### config.mk
export PLATFORM = sky130hd
export DESIGN_NAME = adcq_scan_seq
export DESIGN_NICKNAME = d
export VERILOG_FILES = /design/src/rtl/adcq_pkg.sv /design/src/rtl/adcq_cmd_table.sv /design/src/rtl/adcq_itimer.sv /design/src/rtl/adcq_queue_ctl.sv /design/src/rtl/adcq_scan_seq.sv
export SDC_FILE = /design/constraint.sdc
export NUM_CORES = 1
export LEC_CHECK = 0
export BUFFER_PORTS_ARGS = -buffer_cell sky130_fd_sc_hd__buf_4
export CORE_UTILIZATION = 40
export CTS_CLUSTER_DIAMETER = 120
export DETAILED_ROUTE_END_ITERATION = 10
export GPL_ROUTABILITY_DRIVEN = 0
export PLACE_DENSITY = 0.7
export SYNTH_ARGS = -nofsm -noshare
export SYNTH_HDL_FRONTEND = slang
export SYNTH_SLANG_ARGS = --single-unit
### constraint.sdc
create_clock -name clk -period 3.3 [get_ports clk]
set_clock_uncertainty 0.2 [all_clocks]
set_input_delay 0.165 -clock clk [delete_from_list [all_inputs] [get_ports clk]]
set_output_delay 0.165 -clock clk [all_outputs]
set_load 0.01 [all_outputs]
### src/rtl/adcq_pkg.sv
package adcq_pkg;
  typedef enum logic [1:0] {
    MODE_SW    = 2'd0,
    MODE_GATED = 2'd1,
    MODE_TIMER = 2'd2
  } scan_mode_e;

  typedef enum logic [2:0] {
    Q_IDLE,
    Q_ARMED,
    Q_READY,
    Q_BUSY,
    Q_PAUSED
  } q_state_e;
endpackage

### src/rtl/adcq_cmd_table.sv
module adcq_cmd_table #(
  parameter int DEPTH = 16,
  parameter int DW    = 6,
  localparam int AW   = $clog2(DEPTH)
) (
  input  logic          clk,
  input  logic          we,
  input  logic [AW-1:0] waddr,
  input  logic [DW-1:0] wdata,
  input  logic [AW-1:0] raddr_a,
  input  logic [AW-1:0] raddr_b,
  output logic [DW-1:0] rdata_a,
  output logic [DW-1:0] rdata_b
);
  // distributed-RAM style: one write port, two asynchronous read ports
  logic [DW-1:0] mem [DEPTH];

  always_ff @(posedge clk) begin
    if (we) mem[waddr] <= wdata;
  end

  assign rdata_a = mem[raddr_a];
  assign rdata_b = mem[raddr_b];
endmodule

### src/rtl/adcq_itimer.sv
module adcq_itimer #(
  parameter int MIN_EXP = 7,
  parameter int MAX_EXP = 17,
  parameter int SEL_W   = 4,
  localparam int CNT_W  = MAX_EXP,
  localparam int SPAN   = MAX_EXP - MIN_EXP
) (
  input  logic             clk,
  input  logic             rst,
  input  logic             run,
  input  logic [SEL_W-1:0] exp_sel,
  output logic             elapse
);
  logic [CNT_W-1:0] cnt;
  logic [SEL_W-1:0] sel;
  logic [CNT_W:0]   limit;

  always_comb begin
    sel    = (int'(exp_sel) > SPAN) ? SEL_W'(SPAN) : exp_sel;
    limit  = ((CNT_W+1)'(1) << (MIN_EXP + int'(sel))) - (CNT_W+1)'(1);
    elapse = run && ({1'b0, cnt} == limit);
  end

  // counter is held at zero whenever no timer-mode queue is active
  always_ff @(posedge clk) begin
    if (rst || !run || elapse) cnt <= '0;
    else                       cnt <= cnt + 1'b1;
  end
endmodule

### src/rtl/adcq_queue_ctl.sv
module adcq_queue_ctl
  import adcq_pkg::*;
#(
  parameter int AW   = 4,
  parameter int CH_W = 5,
  parameter int BASE = 0,
  parameter int LAST = 7
) (
  input  logic            clk,
  input  logic            rst,
  input  logic [1:0]      mode,
  input  logic            sse_set,
  input  logic            gate,
  input  logic            elapse,
  input  logic [CH_W-1:0] cmd_chan,
  input  logic            cmd_pause,
  input  logic            grant,
  input  logic            done,
  output logic            req,
  output logic            tmr_run,
  output logic [AW-1:0]   ptr,
  output logic [AW-1:0]   last_ptr,
  output logic            sse,
  output logic            pause_flag,
  output logic            ovr_flag,
  output logic            cmpl_flag
);
  localparam logic [CH_W-1:0] END_CH = '1;
  localparam logic [AW-1:0]   FIRST  = AW'(BASE);
  localparam logic [AW-1:0]   FINAL  = AW'(LAST);

  q_state_e st;
  logic     cut;
  logic     is_gt, is_tm, is_sw;
  logic     abort, end_hit;

  assign is_gt   = (mode == MODE_GATED);
  assign is_tm   = (mode == MODE_TIMER);
  assign is_sw   = !is_gt && !is_tm;
  assign tmr_run = is_tm && (st != Q_IDLE);

  always_comb begin
    abort   = is_gt && (cut || !gate) && ((st == Q_READY) || (st == Q_PAUSED));
    end_hit = (st == Q_READY) && (cmd_chan == END_CH);
    req     = (st == Q_READY) && !abort && !end_hit;
  end

  always_ff @(posedge clk) begin
    if (rst) begin
      st         <= Q_IDLE;
      cut        <= 1'b0;
      ptr        <= FIRST;
      last_ptr   <= FIRST;
      sse        <= 1'b0;
      pause_flag <= 1'b0;
      ovr_flag   <= 1'b0;
      cmpl_flag  <= 1'b0;
    end else begin
      if (is_gt && !gate && (st inside {Q_READY, Q_BUSY, Q_PAUSED})) cut <= 1'b1;
      case (st)
        Q_IDLE: if (sse_set) begin
          sse        <= 1'b1;
          ptr        <= FIRST;
          cut        <= 1'b0;
          pause_flag <= 1'b0;
          ovr_flag   <= 1'b0;
          cmpl_flag  <= 1'b0;
          st         <= is_sw ? Q_READY : Q_ARMED;
        end
        Q_ARMED: if ((is_gt && gate) || (is_tm && elapse)) st <= Q_READY;
        Q_READY: begin
          if (abort) begin
            st <= Q_IDLE; sse <= 1'b0; pause_flag <= 1'b1;
          end else if (end_hit) begin
            st <= Q_IDLE; sse <= 1'b0; cmpl_flag <= 1'b1;
          end else if (grant) begin
            st <= Q_BUSY;
          end
        end
        Q_BUSY: if (done) begin
          last_ptr <= ptr;
          if (ptr == FINAL) begin
            st <= Q_IDLE; sse <= 1'b0; cmpl_flag <= 1'b1;
          end else begin
            ptr <= ptr + 1'b1;
            if (cmd_pause) begin
              st <= Q_PAUSED; pause_flag <= 1'b1;
            end else begin
              st <= Q_READY;
            end
          end
        end
        Q_PAUSED: begin
          if (abort) begin
            st <= Q_IDLE; sse <= 1'b0; pause_flag <= 1'b1;
          end else if ((is_sw && sse_set) || (is_tm && elapse) || is_gt) begin
            st <= Q_READY;
          end
        end
        default: st <= Q_IDLE;
      endcase
      if (is_tm && elapse && ((st == Q_READY) || (st == Q_BUSY))) ovr_flag <= 1'b1;
    end
  end
endmodule

### src/rtl/adcq_scan_seq.sv
module adcq_scan_seq #(
  parameter int CMD_DEPTH   = 16,
  parameter int CH_W        = 5,
  parameter int TMR_MIN_EXP = 7,
  parameter int TMR_MAX_EXP = 17,
  parameter int TMR_SEL_W   = 4,
  localparam int AW         = $clog2(CMD_DEPTH),
  localparam int CW         = CH_W + 1,
  localparam int NQ         = 2,
  localparam int HALF       = CMD_DEPTH / NQ
) (
  input  logic                 clk,
  input  logic                 rst,
  input  logic                 tbl_we,
  input  logic [AW-1:0]        tbl_addr,
  input  logic [CW-1:0]        tbl_wdata,
  input  logic [2*NQ-1:0]      q_mode,
  input  logic [NQ-1:0]        sse_set,
  input  logic [NQ-1:0]        gate,
  input  logic [TMR_SEL_W-1:0] tmr_exp,
  output logic                 conv_start,
  output logic [CH_W-1:0]      conv_chan,
  input  logic                 conv_done,
  output logic                 res_valid,
  output logic                 res_queue,
  output logic [AW-1:0]        res_ptr,
  output logic [NQ-1:0]        sse,
  output logic [NQ-1:0]        pause_flag,
  output logic [NQ-1:0]        ovr_flag,
  output logic [NQ-1:0]        cmpl_flag,
  output logic [NQ*AW-1:0]     last_ptr
);
  logic [AW-1:0] qptr [NQ];
  logic [CW-1:0] qcmd [NQ];
  logic [NQ-1:0] req, grant, done_q, tmr_run;
  logic          elapse, busy, owner;

  adcq_cmd_table #(.DEPTH(CMD_DEPTH), .DW(CW)) u_tbl (
    .clk(clk), .we(tbl_we), .waddr(tbl_addr), .wdata(tbl_wdata),
    .raddr_a(qptr[0]), .raddr_b(qptr[1]),
    .rdata_a(qcmd[0]), .rdata_b(qcmd[1])
  );

  adcq_itimer #(.MIN_EXP(TMR_MIN_EXP), .MAX_EXP(TMR_MAX_EXP), .SEL_W(TMR_SEL_W)) u_tmr (
    .clk(clk), .rst(rst), .run(|tmr_run), .exp_sel(tmr_exp), .elapse(elapse)
  );

  for (genvar q = 0; q < NQ; q++) begin : g_q
    assign done_q[q] = busy && conv_done && (owner == 1'(q));
    adcq_queue_ctl #(.AW(AW), .CH_W(CH_W), .BASE(q*HALF), .LAST(q*HALF + HALF - 1)) u_ctl (
      .clk(clk), .rst(rst), .mode(q_mode[2*q +: 2]), .sse_set(sse_set[q]),
      .gate(gate[q]), .elapse(elapse),
      .cmd_chan(qcmd[q][CH_W-1:0]), .cmd_pause(qcmd[q][CH_W]),
      .grant(grant[q]), .done(done_q[q]), .req(req[q]), .tmr_run(tmr_run[q]),
      .ptr(qptr[q]), .last_ptr(last_ptr[q*AW +: AW]), .sse(sse[q]),
      .pause_flag(pause_flag[q]), .ovr_flag(ovr_flag[q]), .cmpl_flag(cmpl_flag[q])
    );
  end

  // fixed priority: queue A ahead of queue B, one conversion at a time
  assign grant[0] = req[0] && !busy;
  assign grant[1] = req[1] && !busy && !req[0];

  always_ff @(posedge clk) begin
    if (rst) begin
      busy       <= 1'b0;
      owner      <= 1'b0;
      conv_start <= 1'b0;
      conv_chan  <= '0;
      res_valid  <= 1'b0;
      res_queue  <= 1'b0;
      res_ptr    <= '0;
    end else begin
      conv_start <= 1'b0;
      res_valid  <= 1'b0;
      if (|grant) begin
        busy       <= 1'b1;
        owner      <= grant[1];
        conv_start <= 1'b1;
        conv_chan  <= grant[1] ? qcmd[1][CH_W-1:0] : qcmd[0][CH_W-1:0];
      end
      if (busy && conv_done) begin
        busy      <= 1'b0;
        res_valid <= 1'b1;
        res_queue <= owner;
        res_ptr   <= qptr[owner];
      end
    end
  end
endmodule

After elaboration in Yosys (flattened, before gate mapping)
Memory sizes are Yosys's and may differ from the RTL's. A register that Yosys moved wholly into a read port is not among the register bits. Index checks and enable logic that the tools add are counted.

Bits in writable memories: 96. ROM bits: 0. Latch bits: 0. Memories: 1. Register bits after elaboration: 63.

Reductions and logical operators: 97. Div/mod/pow operators: 0. Order comparisons: 2. Add/subtract/negate cells: 5. Multiplexer cells: 91. Multiply operators: 0. Eq/ne operators: 43. Bitwise logic cells: 2. Shift operators: 1.

Memory list: u_tbl.mem (words 16, width 6, read ports 2, clocked after memory_dff 2, wr ports 1, line adcq_cmd_table.sv:16) `logic [DW-1:0] mem [DEPTH];`.

Operators by type and width (count): $mux 3 (20); $mux 4 (14); $mux 1 (44); $reduce_and 6->1 (6); $logic_and 1x1->1 (33); $shl 1x32->18 const A (1); $pmux 3 s5 (2); $reduce_bool 3->1 (8); $ne 2x1->1 const B (10); $ne 2x2->1 const B (10); $eq 17x18->1 (1); $sub 18x2->18 const B (1); $add 17x1->17 const B (1); $pmux 4 s2 (2); $logic_or 1x1->1 (14); $logic_not 1->1 (13); $eq 3x2->1 const B (4); $pmux 1 s3 (4); $reduce_bool 2->1 (6); $eq 5x5->1 const B (2); $reduce_and 5->1 (2); $reduce_or 2->1 (5); $add 4x1->4 const B (2); $ne 4x1->1 const B (2); other kinds (20) (34).

Longest topological paths before layout
Gate-level depths: netlist (run 1).

Depth in word-level cells: 13. Mapped depth: 14.

Modules after synthesis
Synthesis (run 1) repeated with hierarchy kept, for this count alone.

Cells, all modules: 706. Area total of the unflattened synthesis: 8518.2 um^2.

Modules (own cells, without submodules): adcq_cmd_table (times used 1, area each 4554.4 um^2, cells each 225); adcq_itimer (times used 1, area each 1462.7 um^2, cells each 190); adcq_queue_ctl (g_q[0].u_ctl) (times used 1, area each 964.7 um^2, cells each 117); adcq_queue_ctl (g_q[1].u_ctl) (times used 1, area each 919.6 um^2, cells each 110); adcq_scan_seq (times used 1, area each 616.8 um^2, cells each 64).

Worst setup path after synthesis (run 1)
No wires, ideal clock.

Path type: input to register. From: input tmr_exp[1]. To: register g_q[0].u_ctl.st[2]. Setup time: 0.070 ns. Setup slack: -0.179 ns. Path buffers: 2. Arrival: 3.209 ns. Required time: 3.030 ns. Stages on the path: 13. Path through: buf_4 or2_2 a21oi_1 ha_1 buf_2 and4bb_1 xnor2_1 or4_1 o311a_1 nand4b_2 o31a_1 or4_1 a21oi_1.

Longest elaborated chain between the ends: 12. Elaborated cells on any way between the ends: 14. Those cells by class: add/sub: 2; order compare: 1; eq/ne: 3; shift: 1; mux: 1; reduce/logical: 6.

Ends and longest elaborated chain: start, declared (line adcq_scan_seq.sv:20) `input logic [TMR_SEL_W-1:0] tmr_exp,`; $gt 4x4->1 (line adcq_itimer.sv:19) `sel = (int'(exp_sel) > SPAN) ? SEL_W'(SPAN) : exp_sel;`; $mux 4 (*) (line adcq_itimer.sv:19); $add 3x4->5 (*) (line adcq_itimer.sv:20) `limit = ((CNT_W+1)'(1) << (MIN_EXP + int'(sel))) - (CNT_W+1)'(1);`; $shl 1x32->18 (*) (line adcq_itimer.sv:20); $sub 18x2->18 (*) (line adcq_itimer.sv:20); $eq 17x18->1 (*) (line adcq_itimer.sv:21) `elapse = run && ({1'b0, cnt} == limit);`; $logic_and 1x1->1 (*) (line adcq_itimer.sv:21); $logic_and 1x1->1 (*) (line adcq_queue_ctl.sv:70, adcq_queue_ctl.sv:96); $logic_or 1x1->1 (2 in series) (line adcq_queue_ctl.sv:96) `end else if ((is_sw && sse_set) || (is_tm && elapse) || is_gt) begin`; $ne 3x2->1 (no source line); $reduce_and 5->1 (no source line) (*); end signal, assigned (line adcq_queue_ctl.sv:68) `st <= is_sw ? Q_READY : Q_ARMED;`; end, declared (line adcq_queue_ctl.sv:32) `q_state_e st;`.

Mark *: on every way between the ends. The rest lies on a longest branch, timed or not. A chain may end at the register's enable or synchronous reset.

==> key figures, run 1 <==
Cells and area
  • Share of cells above drive strength 1: 0.244
  • Commonest non-fill, non-tap cell in the layout: edfxtp_1
  • Area grow syn2layout: 18.9%
  • Layout Nets: 831
  • Final instance area: 0.0101 mm2
  • Number of inserted diodes: 0
  • Fin cells: 1,078
  • Commonest non-fill, non-tap cells in the layout: edfxtp_1, buf_4, nor2_1

Critical path
  • CP peak stage delay: 560 ps
  • Crit path max-delay family: multiplexers
  • Cells along the critical path: buf_12, mux4_2, mux4_2, o21ai_1, nor4b_4, buf_4, o21ai_1, nand2b_1, a2111oi_0
  • Critical path class: reg -> reg
  • Startpoint Class: flop
  • Levels on crit path: 9
  • Worst Path Arrival: 3230 ps
  • CP required: 3420 ps
  • Reg2reg path depth: 9
  • CP max-delay cell: mux4_2
  • CP Capture Type: flop
  • Worst Path Buf+Inv: 2
  • Crit-path max FO: 23

Power and ir drop
  • IR Drop Worst-Case VDD: 0.000379 V
  • PwrDens: 611 mW/mm2
  • Pleak: 3.51 nW

STA
  • RSZ-0062 raised after global routing: false
  • Min Tclk post-route: 3110 ps
  • Max_slew headroom: 0.302
  • Max Slew Vio Count: 0
  • Worst Max-Slew Pin Slew: 1040 ps
  • Hold slack: 17.1 ps
  • # setup viols final: 0
  • Final Hold Viols: 0
  • Final TNS setup: 0 ps
  • FMAX: 322 MHz
  • Tcrit/Tclk final: 0.942
  • PnR worst setup slack: 190 ps

Route
  • Vias per cell: 5.74
  • Wirelength per Cell: 19.0 um
  • Via count: 6,187
  • WL final: 20.5 mm
  • Post-route DRC: 0
  • Initial DRC count: 486
  • Antenna Violating Nets Remaining: 0
  • DRT Pass-1 Iters: 5

Global route
  • First-pass GRT wire length: 32.1 mm
  • Pin count of the biggest net entering global routing: 34
  • Initial antenna violation count: 0
  • Total GRT Usage: 0.195
  • Vias in the first global route: 5,887
  • Gr ovfl total: 0

Synthesis
  • Number of enable flip-flop cells after synthesis: 96
  • Synth area leader: edfxtp_1
  • Main synth FF type: edfxtp_1
  • Async S/R FF share, synth: 0
  • Yosys reg bits: 167
  • Yosys cell types: 75
  • Top cell type's share of synthesized area: 0.340
  • Post-synthesis sequential area ratio: 0.507
  • Syn Area/Cell: 12.0 um2
  • Synthesized area: 0.00849 mm2
  • Synth area leaders: edfxtp_1, dfxtp_1, mux4_2, nor2_1, xnor2_1
  • YS warnings: 0
  • Mapped Cells: 708

Floorplanning
  • Row Count: 52
  • Full die area: 0.0218 mm2
  • IO Count: 54
  • Initial Util: 0.414
  • Core area: 0.0205 mm2
  • Die X: 148 um
  • Chip height: 148 um

Placement
  • DP HPWL: 14.4 mm
  • Placed Area: 0.00934 mm2
  • IO buf count: 53
  • Placed insts: 1,030
  • Post-place setup slack: -82.3 ps

CTS
  • Clock Pin Slew Worst Setup and Hold Paths: 70 ps
  • Worst skew pair latency: 440 ps
  • Post-CTS sizing: 0
  • Clock sink count: 167
  • CTS buffer count: 17
  • Root Driver: clkbuf_16
  • H-tree depth: 4
  • CTS Buffer Depth: 2
  • CTS tree: done

Hold path
  • Worst hold-check path type: in -> reg
  • Hold path depth: 4

Run
  • Max cap viols: 0

Status
  • Status: complete, no violations
## logic make-up (layout without fill, tap and decap cells)
family	after synthesis	after routing	synth area share
compound gates	131	131	0.107
fa+ha+maj	11	11	0.0159
mux	66	66	0.155
flops	167	167	0.507
simple gates	232	232	0.143
other cells	1	2	0.000442
buf+inv	69	168	0.0405
xor+xnor	31	31	0.0320
## what timing repair did
action	4_1_cts	5_1_grt
setup endpoints to repair	0	1
hold buffers	15	0
setup buffers	0	1
hold endpoints to repair	133	0
## cell usage after synthesis (12+ instances only)
library cell and number:
dfxtp_1 71, mux4_2 52, nand2_1 35, clkbuf_1 22, a21oi_1 28, inv_1 24, nand3_1 16, nor2_1 85
xnor2_1 20, buf_4 12, mux2i_1 12, nor3_1 19, edfxtp_1 96, o21ai_0 20
## state kept, by name, summed over array words and instances (netlist names), 2 cells and up, named ones only
signal and count:
g_q.u_ctl.sse 2, u_tbl.mem 96, res_ptr 4, g_q.u_ctl.cut 2, g_q.u_ctl.ovr_flag 2, g_q.u_ctl.st 6
g_q.u_ctl.last_ptr 8, u_tmr.cnt 17, g_q.u_ctl.pause_flag 2, g_q.u_ctl.ptr 8, conv_chan 5, g_q.u_ctl.cmpl_flag 2
## final cells by class
type                       instances  area (um2)
multi-input combinational        473        3860
inverter                          24        90.1
tap                              270         338
clock inverter                    15         171
timing repair buffer             112         903
fill                            1789       10400
sequential                       167        4300
clock buffer                      17         425
## power breakdown
part | internal, mW | total (mW) | leakage, nW | switching [mW]
combinational | 0.788 | 1.70 | 1.78 | 0.912
sequential | 2.35 | 2.49 | 1.44 | 0.139
clock | 1.02 | 1.97 | 0.288 | 0.948
## per-layer routing
metal  part of all wire  track usage
met3              0.073       0.0448
met4              0.018       0.0686
met2               0.48        0.315
met5                  0            0
met1               0.43        0.257
## tightest hold or removal path, stage by stage
cell,delay (ps)
buf_4,80
ha_1,200
a31oi_1,90
nor2_1,80
## path summary, 6_finish.rpt
kind	from	to	slack, ps
max	flop	conv_chan[3]	190
max reg2reg	flop	conv_chan[3]	190
min reg2reg	g_q[1].u_ctl.ovr_flag	g_q[1].u_ctl.ovr_flag	240
min	q_mode[0]	g_q[0].u_ctl.cut	20
## per-stage QoR
step	util	power, mW
finish	0.492	6.16
global route	0.492	6.44
CTS	0.492	6.19
detailed placement	0.456	4.21
global placement	0.456	4.18
floorplan	-	3.71
(Power assumes the default switching activity.)
==> inputs of run 2 (changes only) <==
==> constraint.sdc (replaced) <==
create_clock -name clk -period 3.3 [get_ports clk]
set_clock_uncertainty 0.2 [all_clocks]
set_input_delay 0.495 -clock clk [delete_from_list [all_inputs] [get_ports clk]]
set_output_delay 0.495 -clock clk [all_outputs]
set_load 0.01 [all_outputs]
==> run 2 against run 1 <==
Net effect:
- flip-flop and latch count unchanged
- critical path type unchanged
- routed wire length decreased by 3.5%
- maximum frequency about the same
- sequential power about the same
- first-iteration DRC count increased by 7.8%
- hold slack improved by 150 ps
- core utilization decreased by 0.15 points
- critical endpoint is now g_q[0].u_ctl.st[2]
- via count decreased by 2.0%
- total power increased by 0.75%
- final area decreased by 0.30%
- register-to-register slack about the same
- largest power group unchanged
==> key figures, run 2 (synthesized netlist as in run 1, its figures left out) <==
Global route
  • Total GRT Usage: 0.188 (-0.00655)
  • First-pass GRT wire length: 31.3 mm (-2.5%)
  • Vias in the first global route: 5,782 (-1.8%)
  • Initial antenna violation count: 0 (unchanged)
  • Gr ovfl total: 0 (unchanged)
  • Pin count of the biggest net entering global routing: 34 (unchanged)

CTS
  • CTS Buffer Depth: 2 (unchanged)
  • H-tree depth: 4 (unchanged)
  • Worst skew pair latency: 440 ps (about the same)
  • CTS buffer count: 17 (unchanged)
  • Clock Pin Slew Worst Setup and Hold Paths: 80 ps (about the same)
  • CTS tree: done
  • Clock sink count: 167 (unchanged)
  • Root Driver: clkbuf_16

STA
  • Worst Max-Slew Pin Slew: 926 ps (-113 ps)
  • Max_slew headroom: 0.378 (+0.0759)
  • RSZ-0062 raised after global routing: false
  • # setup viols final: 0 (unchanged)
  • PnR worst setup slack: 188 ps (-2.18 ps)
  • Min Tclk post-route: 3110 ps (+2.18 ps)
  • FMAX: 321 MHz (about the same)
  • Max Slew Vio Count: 0 (unchanged)
  • Final Hold Viols: 0 (unchanged)
  • Final TNS setup: 0 ps (unchanged)
  • Tcrit/Tclk final: 0.943 (about the same)

Floorplanning
  • IO Count: 54 (unchanged)
  • Chip height: 148 um (unchanged)
  • Full die area: 0.0218 mm2 (unchanged)
  • Die X: 148 um (unchanged)
  • Row Count: 52 (unchanged)
  • Initial Util: 0.414 (unchanged)
  • Core area: 0.0205 mm2 (unchanged)

Power and ir drop
  • Clock share of power: 0.323 (+0.003)
  • IR Drop Worst-Case VDD: 0.000352 V (-7.3%)
  • Reg power frac: 0.397 (-0.007)
  • Switch Pwr: 2.03 mW (+1.5%)
  • Gate power share: 0.280 (+0.004)
  • PwrDens: 617 mW/mm2 (+1.0%)
  • Pleak: 3.49 nW (-0.72%)
  • Internal: 4.18 mW (+0.40%)
  • Switch share: 0.327 (+0.00234)

Route
  • Vias per cell: 5.68 (-0.99%)
  • Post-route DRC: 0 (unchanged)
  • Via count: 6,063 (-2.0%)
  • Wirelength per Cell: 18.5 um (-2.5%)
  • WL final: 19.7 mm (-3.5%)
  • Initial DRC count: 524 (+7.8%)
  • DRT Pass-1 Iters: 5 (unchanged)
  • Antenna Violating Nets Remaining: 0 (unchanged)

Placement
  • DP HPWL: 14.1 mm (-2.4%)
  • IO buf count: 53 (unchanged)
  • Placed insts: 1,035 (+0.49%)
  • Post-place setup slack: -356 ps (-274 ps)

Cells and area
  • Number of inserted diodes: 0 (unchanged)
  • Largest registers: u_tbl.mem x96, u_tmr.cnt x17
  • Largest register FFs: 96 (unchanged)
  • Share of cells above drive strength 1: 0.258 (+0.0147)
  • Commonest non-fill, non-tap cell in the layout: buf_4
  • Layout Nets: 820 (-1.3%)
  • Largest Register: u_tbl.mem
  • Commonest non-fill, non-tap cells in the layout: buf_4, edfxtp_1, nor2_1
  • Finished Core Util: 0.491 (-0.00146)
  • Fin cells: 1,067 (-1.0%)
  • Area grow syn2layout: 18.5%

Critical path
  • Cells along the critical path: buf_12, mux4_2, mux2i_1, o21ai_0, nor4b_4, nor2_4, buf_4, a21o_1, or4_1, a21oi_1
  • Startpoint Class: flop
  • Worst Path Arrival: 3280 ps (+50 ps)
  • CP required: 3460 ps (+40 ps)
  • CP peak stage delay: 490 ps (-70 ps)
  • CP Capture Type: flop
  • Crit-path max FO: 24 (+4.3%)
  • CP max-delay cell: nor4b_4
  • Critical path class: reg -> reg

Hold path
  • Worst hold-check path type: in -> reg
  • HP Start: tbl_wdata[4]

Run
  • Max cap viols: 0 (unchanged)

Status
  • Status: complete, no violations
[run 2: cell types whose count changed in the layout (fill, tap and decap cells not counted), sizes merged]
cell         before  now
inv              33   32
buf              97  101
dlygate4sd3      15    0
clkinv            4    7
clkinvlp          2    0
[run 2: final timing paths]
kind / to / slack [ps] / cells after the start
setup / recovery: g_q[0].u_ctl.st[2] / 190 / 10
hold / removal: u_tbl.mem[15][4] / 170 / 1
setup reg to reg: g_q[0].u_ctl.st[2] / 190 / 10
hold reg to reg: g_q[1].u_ctl.ovr_flag / 250 / 2
[run 2: power by group through the flow]
stage               combinational (mW)  clock (mW)  sequential, mW
floorplan                         1.23           0            2.48
global placement                  1.69           0            2.51
detailed placement                1.71           0            2.51
CTS                               1.72        2.04            2.47
global route                      1.91        2.11            2.48
finish                            1.74        2.00            2.47
[run 2: worst max-delay path, delay by kind of cell (launching register included)]
kind	cells	cell delay, ps
AND/OR/NAND/NOR	3	1090
AO/OA/AOI/OAI	3	630
multiplexers	2	440
buffers and inverters	2	340
flip-flops	1	330
[run 2: per-layer routing]
layer / track usage / vias to the layer above / part of all wire
met5: 0 / - / 0
li1: - / 2840 / -
met4: 0.0778 / 0 / 0.027
met1: 0.255 / 2922 / 0.43
met3: 0.0352 / 38 / 0.070
met2: 0.298 / 263 / 0.47
[run 2: through the flow]
step           total power, mW  area [um2]  hold WS (ps)
3_3_place_gp              4.20        9410           230
4_1_cts                   6.22       10000           153
2_1_floorplan             3.71        8540           217
5_1_grt                   6.50       10100           172
3_5_place_dp              4.22        9410           242
6_report                  6.21       10100           169
[run 2: repair_timing]
item                                    4_1_cts  5_1_grt
buffers inserted                              0        0
endpoints found under the setup margin        0        4
resized for setup                             0        8
hold buffers                                  0        0
[run 2: layout make-up]
| class | instances | area [um2] |
|---|---|---|
| Fill cell | 1781 | 10400 |
| Sequential cell | 167 | 4300 |
| Inverter | 24 | 90.1 |
| Clock buffer | 17 | 425 |
| Timing Repair Buffer | 101 | 808 |
| Multi-Input combinational cell | 473 | 3910 |
| Clock inverter | 15 | 188 |
| Tap cell | 270 | 338 |
==> inputs of run 3 (changes only) <==
==> constraint.sdc (replaced) <==
create_clock -name clk -period 2.75 [get_ports clk]
set_clock_uncertainty 0.2 [all_clocks]
set_input_delay 0.4125 -clock clk [delete_from_list [all_inputs] [get_ports clk]]
set_output_delay 0.4125 -clock clk [all_outputs]
set_load 0.01 [all_outputs]
==> run 3 against run 2 <==
Net effect:
- the flow now finishes with violations (negative setup slack)
- worst setup slack lost 420 ps
- register-to-register slack lost 420 ps
- via count grew 6.3%
- maximum frequency grew 4.2%
- largest power group unchanged
==> key figures, run 3 (synthesized netlist as in run 1, its figures left out) <==
Cells and area
  • Fin cells: 1,141 (+6.9%)
  • Largest registers: u_tbl.mem x96, u_tmr.cnt x17
  • Share of cells above drive strength 1: 0.371 (+0.112)
  • Largest register FFs: 96 (unchanged)
  • Commonest non-fill, non-tap cell in the layout: buf_4
  • Area grow syn2layout: 29.6%
  • Commonest non-fill, non-tap cells in the layout: buf_4, edfxtp_1, nor2_1
  • Largest Register: u_tbl.mem
  • Number of inserted diodes: 0 (unchanged)
  • Layout Nets: 894 (+9.0%)
  • Final instance area: 0.0110 mm2 (+9.4%)
  • Finished Core Util: 0.537 (+0.0459)

Global route
  • First-pass GRT wire length: 34.4 mm (+9.9%)
  • Total GRT Usage: 0.207 (+0.0190)
  • Initial antenna violation count: 0 (unchanged)
  • Gr ovfl total: 0 (unchanged)
  • Pin count of the biggest net entering global routing: 34 (unchanged)
  • Vias in the first global route: 6,344 (+9.7%)

STA
  • Tcrit/Tclk final: 1.09 (+0.143)
  • Hold slack: 89.8 ps (-78.7 ps)
  • # setup viols final: 31 (+31)
  • RSZ-0062 raised after global routing: true
  • PnR worst setup slack: -237 ps (-425 ps)
  • Min Tclk post-route: 2990 ps (-125 ps)
  • Max Slew Vio Count: 0 (unchanged)
  • Worst Max-Slew Pin Slew: 670 ps (-256 ps)
  • Final Hold Viols: 0 (unchanged)
  • FMAX: 335 MHz (+4.2%)
  • Max_slew headroom: 0.553 (+0.175)

CTS
  • Clock sink count: 167 (unchanged)
  • CTS buffer count: 17 (unchanged)
  • Worst skew pair latency: 440 ps (about the same)
  • Root Driver: clkbuf_16
  • CTS Buffer Depth: 2 (unchanged)
  • Clock Pin Slew Worst Setup and Hold Paths: 70 ps (about the same)
  • H-tree depth: 4 (unchanged)
  • CTS tree: done

Critical path
  • CP peak stage delay: 490 ps (about the same)
  • Crit path max-delay family: simple AND/OR/NAND/NOR gates
  • Levels on crit path: 10 (unchanged)
  • Cells along the critical path: buf_12, buf_4, mux4_2, a22o_1, o21ai_2, nor4b_4, nor2_4, a21o_1, or4_1, a21oi_1
  • Reg2reg end: g_q[0].u_ctl.st[2]
  • Startpoint Class: flop
  • CP required: 2910 ps (-550 ps)
  • CP max-delay cell: or4_1
  • Critical path class: reg -> reg
  • Reg2reg path depth: 10 (unchanged)
  • Flop2flop setup slack: -240 ps (-420 ps)
  • Crit-path max FO: 8 (-67%)
  • Crit path to: g_q[0].u_ctl.st[2]
  • Worst Path Arrival: 3150 ps (-130 ps)
  • CP Capture Type: flop
  • Worst Path Buf+Inv: 2 (unchanged)

Run
  • Max cap viols: 0 (unchanged)

Status
  • Status: finished, violations left
  • Failing checks: negative setup slack

Route
  • Vias per cell: 5.65 (-0.61%)
  • WL final: 22.0 mm (+11%)
  • Via count: 6,444 (+6.3%)
  • Initial DRC count: 534 (+1.9%)
  • Wirelength per Cell: 19.3 um (+4.1%)
  • Antenna Violating Nets Remaining: 0 (unchanged)
  • DRT Pass-1 Iters: 5 (unchanged)
  • Post-route DRC: 0 (unchanged)

Hold path
  • HP Start: sse_set[1]
  • Worst hold-check path type: in -> reg

Floorplanning
  • Die X: 148 um (unchanged)
  • IO Count: 54 (unchanged)
  • Initial Util: 0.414 (unchanged)
  • Core area: 0.0205 mm2 (unchanged)
  • Chip height: 148 um (unchanged)
  • Full die area: 0.0218 mm2 (unchanged)
  • Row Count: 52 (unchanged)

Placement
  • DP HPWL: 14.8 mm (+5.4%)
  • Placed insts: 1,089 (+5.2%)
  • Placed Area: 0.00983 mm2 (+4.5%)
  • IO buf count: 53 (unchanged)

Power and ir drop
  • PwrDens: 738 mW/mm2 (+20%)
  • IR Drop Worst-Case VDD: 0.000460 V (+31%)
  • Overall power: 8.12 mW (+31%)
  • Pleak: 3.96 nW (+14%)
## run 3: cell count changes in the layout (fill, tap and decap cells not counted), moves of 9 or more
cell / previous run / this run
buf_4: 97 / 151
nor2_1: 85 / 75
buf_6: 0 / 15
nor2_2: 0 / 9
## run 3: worst min-delay path by stage
stage / to / slack [ps] / cells after the start
5_1_grt: u_tbl.mem[9][4] / 90 / 1
4_1_cts: g_q[1].u_ctl.sse / 70 / 3
3_5_place_dp: g_q[1].u_ctl.ovr_flag / 240 / 2
2_1_floorplan: g_q[1].u_ctl.ovr_flag / 220 / 2
3_3_place_gp: g_q[1].u_ctl.ovr_flag / 230 / 2
6_report: g_q[1].u_ctl.sse / 90 / 3
## run 3: worst register-to-register path, stage by stage, from the launching register on
cell and delay (ps):
dfxtp_4 380, buf_12 160, buf_4 150, mux4_2 330
a22o_1 220, o21ai_2 100, nor4b_4 350, nor2_4 120
a21o_1 270, or4_1 490, a21oi_1 140
## run 3: layout make-up
class | instances | area, um2
multi-input cells | 473 | 4160
inverters | 24 | 90.1
clock inverters | 15 | 173
fillers | 1698 | 9490
clock buffers | 17 | 425
flip-flops and latches | 167 | 4310
repair buffers | 175 | 1500
well taps | 270 | 338
## run 3: metrics by stage
step,TNS (ps),setup slack (ps)
after global routing,-6090,-331
final,-3030,-237
after global placement,-14880,-764
after floorplan,-11690,-700
after detailed placement,-17390,-847
after CTS,-2100,-219
## run 3: repair_timing
item,in CTS,in global routing
cloned,2,2
setup endpoints to repair,31,36
buffers inserted,13,3
gates resized for setup,49,39
pin swaps,25,11
hold buffers,0,0
## run 3: power by group
group	switching (mW)	internal (mW)	leakage (nW)	total (mW)
clock	1.15	1.23	0.290	2.38
sequential	0.141	2.82	1.45	2.97
combinational	1.37	1.40	2.23	2.78
## run 3: layer usage
metal	wire length [um]	global-route usage	vias to the layer above	share of wire
li1	-	-	2997	-
met1	9460	0.274	3163	0.43
met2	10600	0.345	248	0.48
met3	1440	0.0435	36	0.066
met4	425	0.0572	0	0.019
met5	0	0	-	0
